## config.mk

```make
export PLATFORM = sky130hd
export DESIGN_NAME = cyc_reset_sequencer
export DESIGN_NICKNAME = d
export VERILOG_FILES = /design/src/rtl/cyc_pkg.sv /design/src/rtl/cyc_timebase.sv /design/src/rtl/cyc_pin_sync.sv /design/src/rtl/cyc_reset_fsm.sv /design/src/rtl/cyc_bus_strobes.sv /design/src/rtl/cyc_reset_sequencer.sv
export SDC_FILE = /design/constraint.sdc
export NUM_CORES = 1
export LEC_CHECK = 0
export BUFFER_PORTS_ARGS = -buffer_cell sky130_fd_sc_hd__buf_2
export CORE_AREA = 2 2 39 41
export CTS_BUF_LIST = sky130_fd_sc_hd__clkbuf_4 sky130_fd_sc_hd__clkbuf_8 sky130_fd_sc_hd__clkbuf_16
export DETAILED_ROUTE_END_ITERATION = 10
export DIE_AREA = 0 0 41 43
export SLEW_MARGIN = 20
export SYNTH_ARGS = -nofsm -noshare
export SYNTH_HDL_FRONTEND = slang
export SYNTH_SLANG_ARGS = --single-unit
```

## constraint.sdc

```tcl
create_clock -name clk -period 2.3 [get_ports clk]
set_input_delay 0.46 -clock clk [delete_from_list [all_inputs] [get_ports clk]]
set_output_delay 0.46 -clock clk [all_outputs]
set_load 0.02 [all_outputs]
```

## src/rtl/cyc_pkg.sv

```systemverilog
`timescale 1ns/1ps
package cyc_pkg;

  // Sequencer operating mode
  typedef enum logic [1:0] {
    MODE_RUN   = 2'd0,   // core executing
    MODE_RESET = 2'd1,   // internal reset procedure / hold
    MODE_WAKE  = 2'd2    // released, waiting for address start slot
  } seq_mode_t;

endpackage

```

## src/rtl/cyc_timebase.sv

```systemverilog
`timescale 1ns/1ps
module cyc_timebase #(
  parameter int N_STATES = 6,
  parameter int N_PHASES = 2,
  localparam int ST_W   = (N_STATES > 1) ? $clog2(N_STATES) : 1,
  localparam int PH_W   = (N_PHASES > 1) ? $clog2(N_PHASES) : 1,
  localparam int SLOT_W = $clog2(N_STATES * N_PHASES)
) (
  input  logic              clk,
  input  logic              rst_n,
  output logic [ST_W-1:0]   state_o,
  output logic [PH_W-1:0]   phase_o,
  output logic [SLOT_W-1:0] slot_o
);

  logic [ST_W-1:0] state_q, state_d;
  logic [PH_W-1:0] phase_q, phase_d;
  logic            phase_wrap;
  logic            state_wrap;

  // next-state
  always_comb begin
    phase_wrap = (phase_q == PH_W'(N_PHASES - 1));
    state_wrap = (state_q == ST_W'(N_STATES - 1));
    phase_d    = phase_wrap ? '0 : phase_q + 1'b1;
    state_d    = state_q;
    if (phase_wrap) begin
      state_d = state_wrap ? '0 : state_q + 1'b1;
    end
  end

  // registers
  always_ff @(posedge clk or negedge rst_n) begin
    if (!rst_n) begin
      state_q <= '0;
      phase_q <= '0;
    end else begin
      state_q <= state_d;
      phase_q <= phase_d;
    end
  end

  assign state_o = state_q;
  assign phase_o = phase_q;
  assign slot_o  = SLOT_W'(state_q) * SLOT_W'(N_PHASES) + SLOT_W'(phase_q);

endmodule

```

## src/rtl/cyc_pin_sync.sv

```systemverilog
`timescale 1ns/1ps
module cyc_pin_sync #(
  parameter int STAGES = 2
) (
  input  logic clk,
  input  logic rst_n,
  input  logic pin_i,
  output logic sync_o
);

  logic [STAGES-1:0] sync_q;

  generate
    if (STAGES == 1) begin : g_single
      always_ff @(posedge clk or negedge rst_n) begin
        if (!rst_n) sync_q <= '0;
        else        sync_q <= pin_i;
      end
    end else begin : g_chain
      always_ff @(posedge clk or negedge rst_n) begin
        if (!rst_n) sync_q <= '0;
        else        sync_q <= {sync_q[STAGES-2:0], pin_i};
      end
    end
  endgenerate

  assign sync_o = sync_q[STAGES-1];

endmodule

```

## src/rtl/cyc_reset_fsm.sv

```systemverilog
`timescale 1ns/1ps
module cyc_reset_fsm
  import cyc_pkg::*;
#(
  parameter int RST_CYCLES   = 2,
  parameter int SLOT_W       = 4,
  parameter int SMP_SLOT     = 9,
  parameter int WAKE_END     = 7,
  localparam int CNT_W       = $clog2(RST_CYCLES + 1)
) (
  input  logic              clk,
  input  logic              rst_n,
  input  logic [SLOT_W-1:0] slot_i,
  input  logic              pin_sync_i,
  output seq_mode_t         mode_o,
  output logic              dflt_o
);

  localparam logic [CNT_W-1:0] DONE     = CNT_W'(RST_CYCLES);
  localparam logic [CNT_W-1:0] LAST_CNT = CNT_W'(RST_CYCLES - 1);

  seq_mode_t        mode_q, mode_d;
  logic [CNT_W-1:0] cnt_q, cnt_d, cnt_inc;
  logic             dflt_q, dflt_d;
  logic             smp_en;
  logic             wake_en;

  // next-state
  always_comb begin
    smp_en  = (slot_i == SLOT_W'(SMP_SLOT));
    wake_en = (slot_i == SLOT_W'(WAKE_END));
    cnt_inc = (cnt_q == DONE) ? cnt_q : cnt_q + 1'b1;
    mode_d  = mode_q;
    cnt_d   = cnt_q;
    dflt_d  = 1'b0;
    unique case (mode_q)
      MODE_RUN: begin
        if (smp_en && pin_sync_i) begin
          mode_d = MODE_RESET;
          cnt_d  = '0;
        end
      end
      MODE_RESET: begin
        if (smp_en) begin
          cnt_d = cnt_inc;
          if (cnt_q == LAST_CNT) dflt_d = 1'b1;
          if ((cnt_inc == DONE) && !pin_sync_i) mode_d = MODE_WAKE;
        end
      end
      MODE_WAKE: begin
        if (wake_en) mode_d = MODE_RUN;
      end
      default: begin
        mode_d = MODE_RESET;
        cnt_d  = '0;
      end
    endcase
  end

  // registers
  always_ff @(posedge clk or negedge rst_n) begin
    if (!rst_n) begin
      mode_q <= MODE_RESET;
      cnt_q  <= '0;
      dflt_q <= 1'b0;
    end else begin
      mode_q <= mode_d;
      cnt_q  <= cnt_d;
      dflt_q <= dflt_d;
    end
  end

  assign mode_o = mode_q;
  assign dflt_o = dflt_q;

endmodule

```

## src/rtl/cyc_bus_strobes.sv

```systemverilog
`timescale 1ns/1ps
module cyc_bus_strobes
  import cyc_pkg::*;
#(
  parameter int SLOTS     = 12,
  parameter int SLOT_W    = 4,
  parameter int ALE_START = 6,
  parameter int ALE_LEN   = 3,
  localparam int HALF     = SLOTS / 2,
  localparam int MAP_N    = 2 ** SLOT_W
) (
  input  logic [SLOT_W-1:0] slot_i,
  input  seq_mode_t         mode_i,
  input  logic              ext_prog_i,
  output logic              ale_o,
  output logic              addr_en_o,
  output logic              core_rst_o,
  output logic              port_preset_o
);

  logic [MAP_N-1:0] ale_map;
  logic             running;

  // ALE high window per slot, repeated every half machine cycle
  generate
    for (genvar g = 0; g < MAP_N; g++) begin : g_ale_map
      if (g < SLOTS) begin : g_live
        assign ale_map[g] = (((g + SLOTS - ALE_START) % HALF) < ALE_LEN);
      end else begin : g_pad
        assign ale_map[g] = 1'b0;
      end
    end
  endgenerate

  always_comb begin
    running       = (mode_i == MODE_RUN);
    core_rst_o    = !running;
    port_preset_o = (mode_i == MODE_RESET);
    addr_en_o     = running && ext_prog_i;
    ale_o         = !running || ale_map[slot_i];
  end

endmodule

```

## src/rtl/cyc_reset_sequencer.sv

```systemverilog
`timescale 1ns/1ps
module cyc_reset_sequencer
  import cyc_pkg::*;
#(
  parameter int N_STATES    = 6,
  parameter int N_PHASES    = 2,
  parameter int SYNC_STAGES = 2,
  parameter int RST_CYCLES  = 2,
  parameter int SMP_STATE   = 4,
  parameter int SMP_PHASE   = 1,
  parameter int ALE_LEN     = 3,
  localparam int ST_W       = (N_STATES > 1) ? $clog2(N_STATES) : 1,
  localparam int PH_W       = (N_PHASES > 1) ? $clog2(N_PHASES) : 1
) (
  input  logic            clk,
  input  logic            rst_n,
  input  logic            rst_pin,
  input  logic            ext_prog,
  output logic [ST_W-1:0] state,
  output logic [PH_W-1:0] phase,
  output logic            core_rst,
  output logic            regs_dflt,
  output logic            port_preset,
  output logic            addr_en,
  output logic            ale
);

  localparam int SLOTS     = N_STATES * N_PHASES;
  localparam int SLOT_W    = $clog2(SLOTS);
  localparam int SMP_SLOT  = SMP_STATE * N_PHASES + SMP_PHASE;
  localparam int ADR_SLOT  = SMP_SLOT - 1;          // address start, one phase before sample
  localparam int WAKE_END  = ADR_SLOT - 1;          // last slot before address start
  localparam int ALE_START = ADR_SLOT - (ALE_LEN - 1);

  logic [SLOT_W-1:0] slot;
  logic              pin_sync;
  seq_mode_t         mode;

  cyc_timebase #(
    .N_STATES (N_STATES),
    .N_PHASES (N_PHASES)
  ) u_tb (
    .clk     (clk),
    .rst_n   (rst_n),
    .state_o (state),
    .phase_o (phase),
    .slot_o  (slot)
  );

  cyc_pin_sync #(
    .STAGES (SYNC_STAGES)
  ) u_sync (
    .clk    (clk),
    .rst_n  (rst_n),
    .pin_i  (rst_pin),
    .sync_o (pin_sync)
  );

  cyc_reset_fsm #(
    .RST_CYCLES (RST_CYCLES),
    .SLOT_W     (SLOT_W),
    .SMP_SLOT   (SMP_SLOT),
    .WAKE_END   (WAKE_END)
  ) u_fsm (
    .clk        (clk),
    .rst_n      (rst_n),
    .slot_i     (slot),
    .pin_sync_i (pin_sync),
    .mode_o     (mode),
    .dflt_o     (regs_dflt)
  );

  cyc_bus_strobes #(
    .SLOTS     (SLOTS),
    .SLOT_W    (SLOT_W),
    .ALE_START (ALE_START),
    .ALE_LEN   (ALE_LEN)
  ) u_strb (
    .slot_i        (slot),
    .mode_i        (mode),
    .ext_prog_i    (ext_prog),
    .ale_o         (ale),
    .addr_en_o     (addr_en),
    .core_rst_o    (core_rst),
    .port_preset_o (port_preset)
  );

endmodule

```

==> reports/metrics.cfg, run 1 <==
[sta]
slew_headroom_pct = 84.0
fmax_mhz = 535
worst_slew_pin_slew_ps = 240
hold_viol = 0
finalClockSkew_ps = 6.60
rsz0062_at_grt = false
timing.final.crit_period_ps = 1870
setup_violations = 0
setup_tns_ps = 0
post-route-period-util_pct = 81.3
fin_ws_ps = 431
drv_slew = 0

[run_status]
status = completed

[cells_and_area]
fin_util_pct = 46.7
drive_gt1_share_pct = 34.4
layout_commonest_cell = buf_2
instances_no_fill = 80
diodes = 0
area_growth_pct = 20.0
layout_common_cells = 12 x buf_2, 10 x dfrtp_1, 7 x inv_1
fin_nets = 74

[hold_path]
hold_path_class = in -> async

[worst_setup_path]
cp_slowest_cell = dfrtp_1
worst-setup-path-type = reg -> out
cp.required_ps = 1840
cp.arrival_ps = 1410
crit_family = flip-flops
crit_path_start = u_tb.phase_o
cp_num_buf_inv = 1
start_kind = flop
worst-path-max-fanout = 8
worstPathCellList = o21a_1 > a31oi_1 > o21ai_0 > nand2_1 > buf_2
timing.rr.start = u_fsm.mode_o[0]
slowest_delay_ps = 460
crit_path_end_kind = output pin

[clock_network]
clk_latency_ps = 270
postCtsHoldBufs = 0
clk_pin_slew_worst_paths_ps = 70
post_cts_buffers = 0
cts_tree = built
cts_root_buf = clkbuf_4
htreeDepth = 1
cts_buffer_depth = 2
cts_resized = 0
cts.sinks = 11
numCtsBuffers = 3

[yosys]
yosysWarnings = 0
synth_fp_nets = 57
synthesis.area_um2 = 539
synth-seq-cells = 11
ys_types = 19
synthCells = 48
seq_area_frac_synth_pct = 51.3
avgSynthCellArea_um2 = 11.2

[placement]
io_buffers = 12
dp_hpwl_um = 643
dp.cells = 76
place_ws_ps = 562
gp_congestion = 0.692

[routing]
drc_errors = 0
first_iter_violations = 2
dr.pass1.iters = 4
ant_nets = 0
wirelength_um = 837
via_per_inst = 4.61
via_count = 369
wire_per_inst_um = 10.5

[die]
die-width_um = 41
core_area_mm2 = 0.00138
num_rows = 14
io_pins = 13
fp.dieH_um = 43
initial_core_util_pct = 39.0
die-area_mm2 = 0.00176

[global_route]
grt_pass1_wl_um = 1420
grt_max_degree = 12
antenna_found_initial = 0
first_global_vias = 367
grt_overflow_total = 0
grt_use_total_pct = 12.1

[power_and_ir_drop]
power.share.clock_pct = 19.4
p_int_mw = 0.420
p_per_area_mw_per_mm2 = 1020
p_sw_mw = 0.239
peakVddDrop_mv = 0.362
total_leakage_power_nw = 0.343
seqPwrFrac_pct = 37.4
power.combinational.fraction_pct = 43.2
swShare_pct = 36.2

[flow_run]
cap_violations = 0

==> power by group through the flow <==
stage / Sequential, mW / Clock (mW) / Combinational [mW]
finish: 0.246 / 0.128 / 0.285
global route: 0.249 / 0.144 / 0.328
detailed placement: 0.250 / 0 / 0.289
floorplan: 0.247 / 0 / 0.226
CTS: 0.246 / 0.136 / 0.292
global placement: 0.250 / 0 / 0.285
==> kinds of logic after synthesis <==
family / after synthesis / share of synthesized area, %
multiplexers: 5 / 9.74
adder cells (fa/ha/maj): 5 / 11.6
AO/OA/AOI/OAI: 5 / 6.73
buffers and inverters: 7 / 4.87
XOR/XNOR: 1 / 1.62
flip-flops: 11 / 51.3
AND/OR/NAND/NOR: 14 / 14.2
==> synthesized netlist by cell type (all sizes together) <==
cell type  instances  area [um^2]
a221o              1         11.3
a31oi              1         6.26
and2               1         6.26
and3               1         7.51
and4bb             1         12.5
dfrtp             10          250
dfstp              1         26.3
ha                 5         62.6
inv                7         26.3
mux2               2         22.5
mux2i              3         30.0
nand2              6         22.5
nand4b             1         8.76
nor2               3         11.3
o21a               1         7.51
o21ai              1         5.00
o22ai              1         6.26
or2b               1         7.51
xor2               1         8.76
==> through the flow <==
stage | power [mW] | hold slack (ps) | cell area (um^2)
floorplan | 0.473 | 164 | 539
global placement | 0.535 | 333 | 619
detailed placement | 0.540 | 336 | 619
CTS | 0.674 | 39.7 | 647
global route | 0.721 | 53.6 | 647
finish | 0.659 | 41.5 | 647
==> registers in the layout (all words and copies together) (netlist names) <==
signal / flops
u_sync.sync_q: 2
u_fsm.cnt_q: 2
u_fsm.mode_o: 2
u_tb.state_o: 3
u_tb.phase_o: 1
u_fsm.dflt_o: 1
==> path summary, 6_finish.rpt <==
check                                   endpoint  slack (ps)  cells after the start
worst max-delay path                         ale         430                      5
worst min-delay path                u_fsm.dflt_o          40                      1
worst max register to register   u_fsm.mode_o[1]         560                      6
worst min register to register  u_sync.sync_q[1]         350                      0
max in group asynchronous        u_fsm.mode_o[0]        1990                      1
min in group clk                u_sync.sync_q[0]         290                      1
==> cell type report <==
cell class                      count  area, um^2
Fill cell                         136         737
Tap cell                           16        20.0
Multi-Input combinational cell     30         236
Inverter                            7        26.3
Timing Repair Buffer               12        60.1
Sequential cell                    11         277
Clock inverter                      1        5.00
Clock buffer                        3        22.5
==> per-layer routing <==
| layer | global-route usage [%] | vias up | wire length [um] |
|---|---|---|---|
| li1 | - | 190 | - |
| met1 | 15.2 | 170 | 388 |
| met2 | 17.5 | 9 | 416 |
| met3 | 1.57 | 0 | 32 |
| met4 | 10.0 | 0 | 0 |
| met5 | 0 | - | 0 |
Note: power is estimated with default switching activity, not from simulation.
==> run 2: changes to the inputs <==
Clock period 2.3 ns to 1.95 ns, I/O delays scaled along.
==> reports/metrics.cfg, run 2 (synthesized netlist as in run 1, its figures left out) <==
[run_status]
status = completed

[worst_setup_path]
slowest_delay_ps = 470
worstPathCellList = o21a_1 > a31oi_1 > o21ai_0 > nand2_1 > buf_2
worst-setup-path-type = reg -> out
cp.required_ps = 1560
start_kind = flop
worst-path-max-fanout = 8
cp.arrival_ps = 1390
crit_path_end_kind = output pin
cp_slowest_cell = dfrtp_1

[power_and_ir_drop]
power.combinational.fraction_pct = 43.5
seqPwrFrac_pct = 37.1
total_leakage_power_nw = 0.347
p_per_area_mw_per_mm2 = 1190
swShare_pct = 36.7
p_int_mw = 0.496
power.share.clock_pct = 19.5
p_sw_mw = 0.288
peakVddDrop_mv = 0.387

[cells_and_area]
drive_gt1_share_pct = 33.8
instances_no_fill = 81
area_growth_pct = 21.8
layout_commonest_cell = buf_2
layout_common_cells = 12 x buf_2, 10 x dfrtp_1, 7 x inv_1
largest_reg_flops = 3
design_area_um2 = 657
diodes = 0
fin_nets = 75
fillers = 140

[clock_network]
clk_latency_ps = 270
cts.sinks = 11
numCtsBuffers = 3
cts_root_buf = clkbuf_4
cts_resized = 0
cts_buffer_depth = 2
cts_tree = built
htreeDepth = 1
clk_pin_slew_worst_paths_ps = 70

[placement]
place_area_um2 = 619
gp_congestion = 0.691
dp_hpwl_um = 666
dp.cells = 76
io_buffers = 12

[routing]
drc_errors = 0
via_per_inst = 4.80
wirelength_um = 903
m1WireLength_um = 416
wire_per_inst_um = 11.1
wl_met2_um = 428
first_iter_violations = 2
highest_layer = met4
dr.pass1.iters = 2
via_count = 389
ant_nets = 0
met3_wirelength_um = 42

[global_route]
grt_max_degree = 12
grt_use_total_pct = 12.3
antenna_found_initial = 0
grt_pass1_wl_um = 1400
grt_overflow_total = 0
first_global_vias = 366

[sta]
timing.final.crit_period_ps = 1780
setup_violations = 0
hold_viol = 0
slew_headroom_pct = 83.0
drv_slew = 0
finalClockSkew_ps = 5.18
setup_tns_ps = 0
post-route-period-util_pct = 91.1
worst_slew_pin_slew_ps = 254
fmax_mhz = 563
rsz0062_at_grt = false

[die]
initial_core_util_pct = 39.0
core_area_mm2 = 0.00138
num_rows = 14
io_pins = 13
die-width_um = 41
fp.dieH_um = 43
die-area_mm2 = 0.00176

[hold_path]
hold_path_class = in -> reg

[flow_run]
cap_violations = 0

## run 2: cell types whose count changed in the layout (fill, tap and decap cells not counted), sizes merged
| cell | previous run | this run |
|---|---|---|
| dlygate4sd3 | 0 | 1 |
## run 2: routing by layer
| layer | global-route usage (%) | vias to the layer above |
|---|---|---|
| met5 | 0 | - |
| met4 | 12.0 | 0 |
| met3 | 1.57 | 2 |
| met2 | 16.9 | 9 |
| met1 | 15.3 | 184 |
| li1 | - | 194 |
## run 2: power by group through the flow
stage | registers, mW | logic (mW) | clock network [mW]
2_1_floorplan | 0.291 | 0.266 | 0
3_3_place_gp | 0.294 | 0.337 | 0
3_5_place_dp | 0.295 | 0.344 | 0
4_1_cts | 0.290 | 0.346 | 0.162
5_1_grt | 0.297 | 0.382 | 0.168
6_report | 0.290 | 0.340 | 0.152
## run 2: critical path, delay by kind of cell (launching register included)
family,cells,cell delay [ps]
and+or+nand+nor,1,70
AOI/OAI and AO/OA,3,420
DFF,1,470
buffers and inverters,1,150
## run 2: cell type report
| type | instances | area (um^2) | area share [%] |
|---|---|---|---|
| clock buffer | 3 | 22.5 | 3.43 |
| clock inverter | 1 | 5.00 | 0.762 |
| inverter | 7 | 26.3 | 4.00 |
| multi-input combinational | 30 | 236 | 36.0 |
| sequential | 11 | 277 | 42.1 |
| tap | 16 | 20.0 | 3.05 |
| timing repair buffer | 13 | 70.1 | 10.7 |
## run 2: path summary, 6_finish.rpt
kind | from | to | slack (ps) | cells after the start
min reg2reg | u_sync.sync_q[0] | u_sync.sync_q[1] | 360 | 0
max reg2reg | u_fsm.mode_o[0] | u_fsm.mode_o[1] | 210 | 6
min in group asynchronous | rst_n | u_tb.state_o[2] | 520 | 2
min | rst_pin | u_sync.sync_q[0] | 220 | 1
max in group asynchronous | rst_n | u_fsm.mode_o[0] | 1170 | 2
max | u_tb.phase_o | ale | 170 | 5
## run 2: repair_timing
item / CTS / global route
endpoints found under the hold margin: 10 / 0
hold buffers: 1 / 0
buffers inserted: 0 / 0
## run 2: stage by stage
stage / setup slack, ps / total power [mW] / util, % / hold WS (ps)
after floorplan: 165 / 0.557 / - / 94.4
after global placement: 212 / 0.631 / 44.8 / 275
after detailed placement: 203 / 0.639 / 44.8 / 271
after CTS: 141 / 0.798 / 47.5 / 212
after global routing: 22.3 / 0.846 / 47.5 / 221
final: 174 / 0.783 / 47.5 / 223
==> run 3: changes to the inputs <==
Settings changed: CTS_BUF_LIST sky130_fd_sc_hd__clkbuf_4 sky130_fd_sc_hd__clkbuf_8 sky130_fd_sc_hd__clkbuf_16 to unset.
Clock period 1.95 ns to 2.1 ns, I/O delays scaled along.
==> reports/metrics.cfg, run 3 (synthesized netlist as in run 1, its figures left out) <==
[cells_and_area]
layout_common_cells = 12 x buf_2, 10 x dfrtp_1, 7 x inv_1
layout_commonest_cell = buf_2
area_growth_pct = 20.0
instances_no_fill = 80
fin_nets = 74
drive_gt1_share_pct = 34.4
fin_util_pct = 46.7
diodes = 0
largest_reg_flops = 3
fillers = 142

[placement]
dp_hpwl_um = 666
gp_congestion = 0.691
dp.cells = 76
io_buffers = 12

[routing]
wire_per_inst_um = 11.1
dr.pass1.iters = 2
wirelength_um = 891
via_per_inst = 4.80
first_iter_violations = 2
ant_nets = 0
drc_errors = 0
via_count = 384

[clock_network]
clk_pin_slew_worst_paths_ps = 70
numCtsBuffers = 3
clk_latency_ps = 270
post_cts_buffers = 0
cts_resized = 0
cts_tree = built
cts.sinks = 11
htreeDepth = 1
postCtsHoldBufs = 0
cts_buffer_depth = 2
cts_root_buf = clkbuf_4

[worst_setup_path]
worst-setup-path-type = reg -> out
cp.required_ps = 1680
timing.rr.start = u_fsm.mode_o[0]
r2r_slack_ps = 360
worst-path-max-fanout = 8
reg2reg_depth = 6
cp.arrival_ps = 1390
start_kind = flop
crit_path_end_kind = output pin
rr_endpoint = u_fsm.mode_o[1]

[sta]
finalClockSkew_ps = 5.14
timing.final.crit_period_ps = 1810
fmax_mhz = 554
hold_viol = 0
slew_headroom_pct = 83.4
rsz0062_at_grt = false
worst_slew_pin_slew_ps = 249
drv_slew = 0
setup_tns_ps = 0
post-route-period-util_pct = 86.0
setup_violations = 0

[power_and_ir_drop]
peakVddDrop_mv = 0.359
total_leakage_power_nw = 0.343
p_per_area_mw_per_mm2 = 1120

[global_route]
antenna_found_initial = 0
grt_max_degree = 12
grt_overflow_total = 0
grt_pass1_wl_um = 1400
grt_use_total_pct = 12.3
first_global_vias = 364

[die]
fp.dieH_um = 43
die-width_um = 41
io_pins = 13
num_rows = 14
die-area_mm2 = 0.00176
initial_core_util_pct = 39.0
core_area_mm2 = 0.00138

[run_status]
status = completed

[hold_path]
hold_path_class = in -> async

[flow_run]
cap_violations = 0

-- run 3: stage by stage --
stage	hold WS (ps)	setup WS (ps)	total power [mW]	instance area, um^2
floorplan	124	315	0.518	539
global placement	305	362	0.586	619
detailed placement	301	353	0.593	619
CTS	0.447	261	0.739	647
global route	13.0	142	0.783	647
finish	3.89	294	0.725	647
-- run 3: how the worst max path moves through the flow --
stage,start,slack (ps),to
floorplan,u_fsm.mode_o[0],310,u_fsm.mode_o[1]
global placement,u_fsm.mode_o[0],360,u_fsm.mode_o[1]
detailed placement,u_fsm.mode_o[0],350,u_fsm.mode_o[1]
CTS,u_tb.phase_o,260,ale
global route,u_tb.phase_o,140,ale
finish,u_tb.phase_o,290,ale
-- run 3: cell type report --
type	count	area, um^2	share of cell area, %
tap	16	20.0	3.09
timing repair buffer	12	60.1	9.28
inverter	7	26.3	4.06
multi-input combinational	30	236	36.6
clock inverter	1	5.00	0.774
clock buffer	3	22.5	3.48
sequential	11	277	42.7
-- run 3: critical path, cell delays in order, from the launching register on --
cell and delay (ps):
dfrtp_1 470, o21a_1 210, a31oi_1 120, o21ai_0 90, nand2_1 70, buf_2 150
-- run 3: where the power goes --
group,switching (mW),internal (mW)
Combinational,0.178,0.135
Sequential,0.0164,0.253
Clock,0.0711,0.0704
Total,0.266,0.459
-- run 3: per-layer routing --
metal	track usage [%]	wire (um)	share of wire, %
met2	16.9	426	48
met4	12.0	15	1.7
met5	0	0	0
met3	1.57	42	4.7
met1	15.3	406	46
